===== src/rtl/xcvr_pkg.sv =====
package xcvr_pkg;
  localparam int unsigned DATA_W      = 18;
  localparam int unsigned SYNC_STAGES = 2;

  typedef struct packed {
    logic le;
    logic clk;
    logic cken_n;
  } ctl_t;
endpackage


===== src/rtl/xcvr_sync.sv =====
module xcvr_sync
  import xcvr_pkg::*;
#(
  parameter int unsigned W      = DATA_W,
  parameter int unsigned STAGES = SYNC_STAGES
) (
  input  logic         clk_i,
  input  logic         rst_ni,
  input  logic [W-1:0] data_i,
  input  ctl_t         ctl_i,
  output logic [W-1:0] data_o,
  output ctl_t         ctl_o
);
  generate
    if (STAGES == 0) begin : g_bypass
      assign data_o = data_i;
      assign ctl_o  = ctl_i;
    end else begin : g_pipe
      logic [W-1:0] data_q [STAGES];
      ctl_t         ctl_q  [STAGES];

      always_ff @(posedge clk_i or negedge rst_ni) begin
        if (!rst_ni) begin
          for (int i = 0; i < STAGES; i++) begin
            data_q[i] <= '0;
            ctl_q[i]  <= '0;
          end
        end else begin
          data_q[0] <= data_i;
          ctl_q[0]  <= ctl_i;
          for (int i = 1; i < STAGES; i++) begin
            data_q[i] <= data_q[i-1];
            ctl_q[i]  <= ctl_q[i-1];
          end
        end
      end

      assign data_o = data_q[STAGES-1];
      assign ctl_o  = ctl_q[STAGES-1];
    end
  endgenerate
endmodule


===== src/rtl/xcvr_cell.sv =====
module xcvr_cell
  import xcvr_pkg::*;
#(
  parameter int unsigned W = DATA_W
) (
  input  logic         clk_i,
  input  logic         rst_ni,
  input  logic [W-1:0] data_i,
  input  ctl_t         ctl_i,
  output logic [W-1:0] q_o
);
  logic clk_prev_q;
  logic clk_fall;
  logic load;

  // merged latch / falling-edge register
  assign clk_fall = clk_prev_q & ~ctl_i.clk;
  assign load     = ctl_i.le | (clk_fall & ~ctl_i.cken_n);

  always_ff @(posedge clk_i or negedge rst_ni) begin
    if (!rst_ni) begin
      clk_prev_q <= 1'b0;
      q_o        <= '0;
    end else begin
      clk_prev_q <= ctl_i.clk;
      if (load) q_o <= data_i;
    end
  end
endmodule


===== src/rtl/xcvr_path.sv =====
module xcvr_path
  import xcvr_pkg::*;
#(
  parameter int unsigned W      = DATA_W,
  parameter int unsigned STAGES = SYNC_STAGES
) (
  input  logic         clk_i,
  input  logic         rst_ni,
  input  logic [W-1:0] data_i,
  input  logic         le_i,
  input  logic         pclk_i,
  input  logic         cken_ni,
  output logic [W-1:0] q_o,
  output logic [W-1:0] smp_data_o,
  output ctl_t         smp_ctl_o
);
  ctl_t ctl_raw;

  assign ctl_raw = '{le: le_i, clk: pclk_i, cken_n: cken_ni};

  xcvr_sync #(.W(W), .STAGES(STAGES)) u_sync (
    .clk_i  (clk_i),
    .rst_ni (rst_ni),
    .data_i (data_i),
    .ctl_i  (ctl_raw),
    .data_o (smp_data_o),
    .ctl_o  (smp_ctl_o)
  );

  xcvr_cell #(.W(W)) u_cell (
    .clk_i  (clk_i),
    .rst_ni (rst_ni),
    .data_i (smp_data_o),
    .ctl_i  (smp_ctl_o),
    .q_o    (q_o)
  );
endmodule


===== src/rtl/bus_xcvr.sv =====
module bus_xcvr
  import xcvr_pkg::*;
#(
  parameter int unsigned W      = DATA_W,
  parameter int unsigned STAGES = SYNC_STAGES
) (
  input  logic         clk_i,
  input  logic         rst_ni,
  input  logic [W-1:0] a_i,
  output logic [W-1:0] a_o,
  output logic         a_oe_o,
  input  logic [W-1:0] b_i,
  output logic [W-1:0] b_o,
  output logic         b_oe_o,
  input  logic         oe_ab_ni,
  input  logic         le_ab_i,
  input  logic         clk_ab_i,
  input  logic         cken_ab_ni,
  input  logic         oe_ba_ni,
  input  logic         le_ba_i,
  input  logic         clk_ba_i,
  input  logic         cken_ba_ni
);
  logic [W-1:0] ab_src, ba_src;
  logic [W-1:0] ab_q, ba_q;
  logic [W-1:0] ab_smp_data, ba_smp_data;
  ctl_t         ab_smp_ctl, ba_smp_ctl;

  // a driven pad reads back its own drive word
  assign ab_src = oe_ba_ni ? a_i : ba_q;
  assign ba_src = oe_ab_ni ? b_i : ab_q;

  xcvr_path #(.W(W), .STAGES(STAGES)) u_ab (
    .clk_i      (clk_i),
    .rst_ni     (rst_ni),
    .data_i     (ab_src),
    .le_i       (le_ab_i),
    .pclk_i     (clk_ab_i),
    .cken_ni    (cken_ab_ni),
    .q_o        (ab_q),
    .smp_data_o (ab_smp_data),
    .smp_ctl_o  (ab_smp_ctl)
  );

  xcvr_path #(.W(W), .STAGES(STAGES)) u_ba (
    .clk_i      (clk_i),
    .rst_ni     (rst_ni),
    .data_i     (ba_src),
    .le_i       (le_ba_i),
    .pclk_i     (clk_ba_i),
    .cken_ni    (cken_ba_ni),
    .q_o        (ba_q),
    .smp_data_o (ba_smp_data),
    .smp_ctl_o  (ba_smp_ctl)
  );

  assign b_o    = ab_q;
  assign b_oe_o = ~oe_ab_ni;
  assign a_o    = ba_q;
  assign a_oe_o = ~oe_ba_ni;
endmodule


===== config.mk =====
export PLATFORM = sky130hd
export DESIGN_NAME = bus_xcvr
export DESIGN_NICKNAME = d
export VERILOG_FILES = /design/src/rtl/xcvr_pkg.sv /design/src/rtl/xcvr_sync.sv /design/src/rtl/xcvr_cell.sv /design/src/rtl/xcvr_path.sv /design/src/rtl/bus_xcvr.sv
export SDC_FILE = /design/constraint.sdc
export NUM_CORES = 1
export LEC_CHECK = 0
export BUFFER_PORTS_ARGS = -buffer_cell sky130_fd_sc_hd__buf_2
export CAP_MARGIN = 20
export CORE_ASPECT_RATIO = 1.4
export CORE_UTILIZATION = 49
export CTS_CLUSTER_SIZE = 16
export DETAILED_ROUTE_END_ITERATION = 10
export PLACE_DENSITY_LB_ADDON = 0.12
export SYNTH_ARGS = -nofsm -noshare
export SYNTH_HDL_FRONTEND = slang
export SYNTH_SLANG_ARGS = --single-unit

===== constraint.sdc =====
create_clock -name clk_i -period 3.85 [get_ports clk_i]
set_input_delay 0.5775 -clock clk_i [delete_from_list [all_inputs] [get_ports clk_i]]
set_output_delay 0.5775 -clock clk_i [all_outputs]
set_load 0.005 [all_outputs]

; ---- Word-level counts from Yosys, hierarchy flattened
; Cells that the tools add are included.
[op_classes]
n_mux = 2
bitwise = 12
[ops]
columns = cell, count
row1 = two-way mux 18 bit, 2
row2 = inverter 1 bit, 6
row3 = bitwise AND 1 bit, 4
row4 = OR 1 bit, 2
[totals]
input_bits = 46
regBits = 122

; ---- Longest topological paths before layout
[depth]
depth_word = 4
depth_mapped = 5

; ---- Modules after synthesis
; Synthesis repeated with hierarchy kept, for this count alone.
[hier_totals]
cells_unflattened = 372
area_unflattened_um2 = 5084.9
[modules_own_cells]
columns = module, cells_each, area_each_um2, n_inst, seq_area_each_um2
row1 = xcvr_sync, 63, 1208.7, 2, 1051.0
row2 = xcvr_cell, 102, 1062.3, 2, 475.5
row3 = bus_xcvr, 42, 543.0, 1, 0.0

; ---- Worst setup path after synthesis
; Ideal clock, no wire load.
[synth_path]
kind = input-to-output
startpoint = input port oe_ba_ni
endpoint = output port a_oe_o
slack_ns = 2.217
n_path_buf = 2
t_arrival_ns = 1.055
path_stages = 3
required_time_ns = 3.273
cell_sequence = buf_2 -> buf_2 -> inv_1
[synth_via]
elab_chain_len = 1
[synth_lines]
columns = element, line
row1 = "start, declared", bus_xcvr.sv:19  ; input logic oe_ba_ni,
row2 = inverter 1 bit, bus_xcvr.sv:60  ; assign a_oe_o = ~oe_ba_ni;
row3 = "end, declared", bus_xcvr.sv:11  ; output logic a_oe_o,
; Every way passes these cells.

; ---- Final worst setup path
[layout_path]
startpoint = register u_ba.u_cell.clk_prev_q
endpoint = register u_ba.u_cell.q_o[17]
[layout_via]
elab_chain_len = 3
[layout_lines]
columns = element, line
row1 = "start, declared", xcvr_cell.sv:12  ; logic clk_prev_q;
row2 = "start signal, assigned", xcvr_cell.sv:25  ; clk_prev_q <= ctl_i.clk;
row3 = bitwise AND 1 bit, xcvr_cell.sv:17  ; assign clk_fall = clk_prev_q & ~ctl_i.clk;
row4 = bitwise AND 1 bit, xcvr_cell.sv:18  ; assign load = ctl_i.le | (clk_fall & ~ctl_i.cken_n);
row5 = OR 1 bit, xcvr_cell.sv:18
row6 = "end signal, assigned", xcvr_cell.sv:26  ; if (load) q_o <= data_i;
row7 = "end, declared", xcvr_cell.sv:10  ; output logic [W-1:0] q_o
; Every way passes these cells.
; A chain may end at the register's enable or synchronous reset.

==> results by group <==
Outcome
  • Status: finished with violations
  • Violated checks: design-rule violations

Global route
  • First-pass GRT wire length: 16100 µm
  • Final global-route overflow total: 0
  • Number of global-route vias before repair: 2879
  • Largest net degree at the start of global routing: 75
  • Global-route usage over all layers: 0.224
  • Initial antenna violation count: 0

Synthesis
  • Post-synthesis area per instance: 14.1 µm²
  • Flops & latches, synth: 122
  • Sequential fraction of the synthesis area: 0.655
  • Ys Warns: 0
  • Mapped Cells: 330
  • Synth Net Count: 376
  • Synth Cell Area: 0.00466 mm²
  • Distinct cells, synth: 11

Cells and area
  • Area delta synth->final: 23.1%
  • Commonest non-fill, non-tap cell in the layout: dfrtp_1
  • Most frequent cells in the layout: dfrtp_1, buf_2
  • Final core utilization: 0.628
  • Fraction of layout cells with a size suffix above 1: 0.360
  • Fill cells: 731
  • Layout Nets: 455
  • Layout Cells excl Fill: between 500 and 600
  • Area of the multi-input gates: 0.00148 mm²
  • ANT cells: 0
  • Register Area: just over 0.003 mm²
  • Finished Cell Area: 0.00573 mm²

Power and ir drop
  • Internal: 2.74 mW
  • Sequential Power Share: 0.449
  • Final Power: 3.54 mW
  • Peak supply drop: 0.373 mV
  • Combinational group share of total power: 0.080
  • Leak: 2.56 nW
  • P_sw: between 0.7 and 0.8 mW
  • Net Sw Frac: 0.224
  • Cell Pwr Density: approximately 620 mW/mm²
  • Clock Power Share: 0.471

Placement
  • GPL Wtd Cong: 0.757
  • Pre-CTS setup slack: between 2 and 2.5 ns
  • Dpl cell area: 0.00511 mm²
  • Detailed Place HPWL: about 6600 µm
  • IO Port Bufs: 83
  • Placed Cells: 497

Critical path
  • CP delay by family, top: simple AND/OR/NAND/NOR gates
  • CP peak stage delay: approximately 0.76 ns
  • Crit path required time: between 4 and 5 ns
  • Crit path kind: register to register
  • Crit path cell chain: nor3b_4 > o211ai_1
  • Critical-path cell with the highest stage delay: nor3b_4
  • CP Launch Type: register
  • Worst path buffer plus inverter count: 0
  • Worst Setup End Kind: register
  • CP max FO: 19
  • Worst EP arrival: 2.14 ns

Clocking
  • CTS root buf: clkbuf_16
  • Post-CTS Setup Bufs: 0
  • Cts hold-fix bufs: 0
  • CTS buffer count: 17
  • # resized after CTS: 0
  • Clock Path Buffers: 2
  • Sink Count: roughly 120
  • CTS HTree Levels: 4
  • Clock edge transition at the registers on the reported setup and hold paths: 0.05 ns
  • CTS tree: built
  • Clock Latency Late Sink: 0.41 ns

Route
  • Drt first pass iters: 8
  • DR WL/cell: slightly below 20 µm
  • Final ANT Viol Nets: 0
  • # DRC: 7
  • DRT iter0 DRCs: 236
  • Via count: between 2000 and 3000
  • Number of vias per cell: 5.49
  • Routed WL: 10200 µm

Floorplanning
  • Initial core utilization: 0.510
  • Die Wd: 84.4 µm
  • Site Rows: 41
  • Die area: 0.00991 mm²
  • Die Y: between 100 and 150 µm
  • Area of the core: 0.00913 mm²
  • IO Count: 84

Timing
  • Slew Limit Fails: 0
  • Unrepaired setup endpoints after global routing: no
  • Setup ws final: 1.94 ns
  • WHS: 0.193 ns
  • Max frequency: 0.524 GHz
  • Fin. Hold Viols: 0
  • Post-layout minimum cycle time: 1.91 ns
  • Worst-margin pin slew: just under 1 ns
  • Layout Skew: around 0.0067 ns
  • Tcrit/Tclk final: 0.495
  • Final setup TNS: 0 ns
  • Final setup fails: 0
  • Slew margin rel.: 0.359

Flow run
  • Max-cap violations: 0

Hold path
  • HP Class: primary input to async pin
## metal layers
| metal | GRT usage | share of wire |
|---|---|---|
| met1 | 0.272 | 0.41 |
| met4 | 0.0922 | 0.022 |
| met2 | 0.373 | 0.52 |
| met5 | 0 | 0 |
| met3 | 0.0633 | 0.044 |
## flip-flops by register name, indices dropped and copies added, names as in the netlist
name	count
u_ab.u_cell.q_o	18
u_ab.u_sync.data_o	18
u_ab.u_sync.g_pipe.data_q	18
u_ba.u_cell.q_o	18
u_ba.u_sync.data_o	18
u_ba.u_sync.g_pipe.data_q	18
u_ab.u_sync.ctl_o	3
u_ab.u_sync.g_pipe.ctl_q	3
u_ba.u_sync.ctl_o	3
u_ba.u_sync.g_pipe.ctl_q	3
u_ab.u_cell.clk_prev_q	1
u_ba.u_cell.clk_prev_q	1
## power groups by stage
stage | sequential [mW] | combinational, mW | clock (mW)
floorplan | 1.54 | 0.168 | 0
global placement | 1.61 | 0.279 | 0
detailed placement | 1.61 | 0.287 | 0
CTS | 1.59 | 0.289 | 1.69
global route | 1.61 | 0.315 | 1.75
finish | 1.59 | 0.283 | 1.66
## cell usage after synthesis
| library cell | n | share of area |
|---|---|---|
| buf_6 | 2 | 0.0048 |
| nand2b_1 | 36 | 0.048 |
| inv_1 | 2 | 0.0016 |
| nand4bb_1 | 36 | 0.087 |
| buf_2 | 12 | 0.013 |
| o211ai_1 | 36 | 0.058 |
| nor3b_4 | 2 | 0.0081 |
| nand2_1 | 36 | 0.029 |
| dfrtp_1 | 122 | 0.66 |
| clkbuf_1 | 10 | 0.0081 |
| mux2_2 | 36 | 0.087 |
## cell type report
| cell class | count | area share |
|---|---|---|
| Multi-Input combinational cell | 182 | 0.258 |
| Clock inverter | 8 | 0.0249 |
| Tap cell | 107 | 0.0233 |
| Timing Repair Buffer | 84 | 0.0764 |
| Sequential cell | 122 | 0.532 |
| Clock buffer | 21 | 0.0838 |
| Inverter | 2 | 0.00131 |
## logic make-up (layout without fill, tap and decap cells)
kind of cell / Yosys count / count (layout) / synth area share
simple gates: 110 / 110 / 0.172
buf+inv: 26 / 115 / 0.0274
mux: 36 / 36 / 0.0870
flops: 122 / 122 / 0.655
compound gates: 36 / 36 / 0.0580
## worst reg2reg max path, cell delays in order (launching register included)
cell	delay (ns)
dfrtp_1	0.74
nor3b_4	0.76
o211ai_1	0.25
## worst paths after layout
kind | startpoint | endpoint | slack, ns | cells past startpoint
max reg2reg | u_ba.u_cell.clk_prev_q | u_ba.u_cell.q_o[17] | 1.94 | 2
min in group clk_i | clk_ba_i | u_ba.u_sync.g_pipe.ctl_q[4] | 0.28 | 1
min | rst_ni | u_ab.u_sync.g_pipe.data_q[33] | 0.19 | 1
max in group asynchronous | rst_ni | u_ab.u_sync.g_pipe.ctl_q[3] | 2.86 | 2
max | u_ba.u_cell.clk_prev_q | u_ba.u_cell.q_o[17] | 1.94 | 2
min reg2reg | u_ab.u_sync.g_pipe.data_q[21] | u_ab.u_sync.data_o[3] | 0.34 | 0
Power figures use the tool's default switching activity.
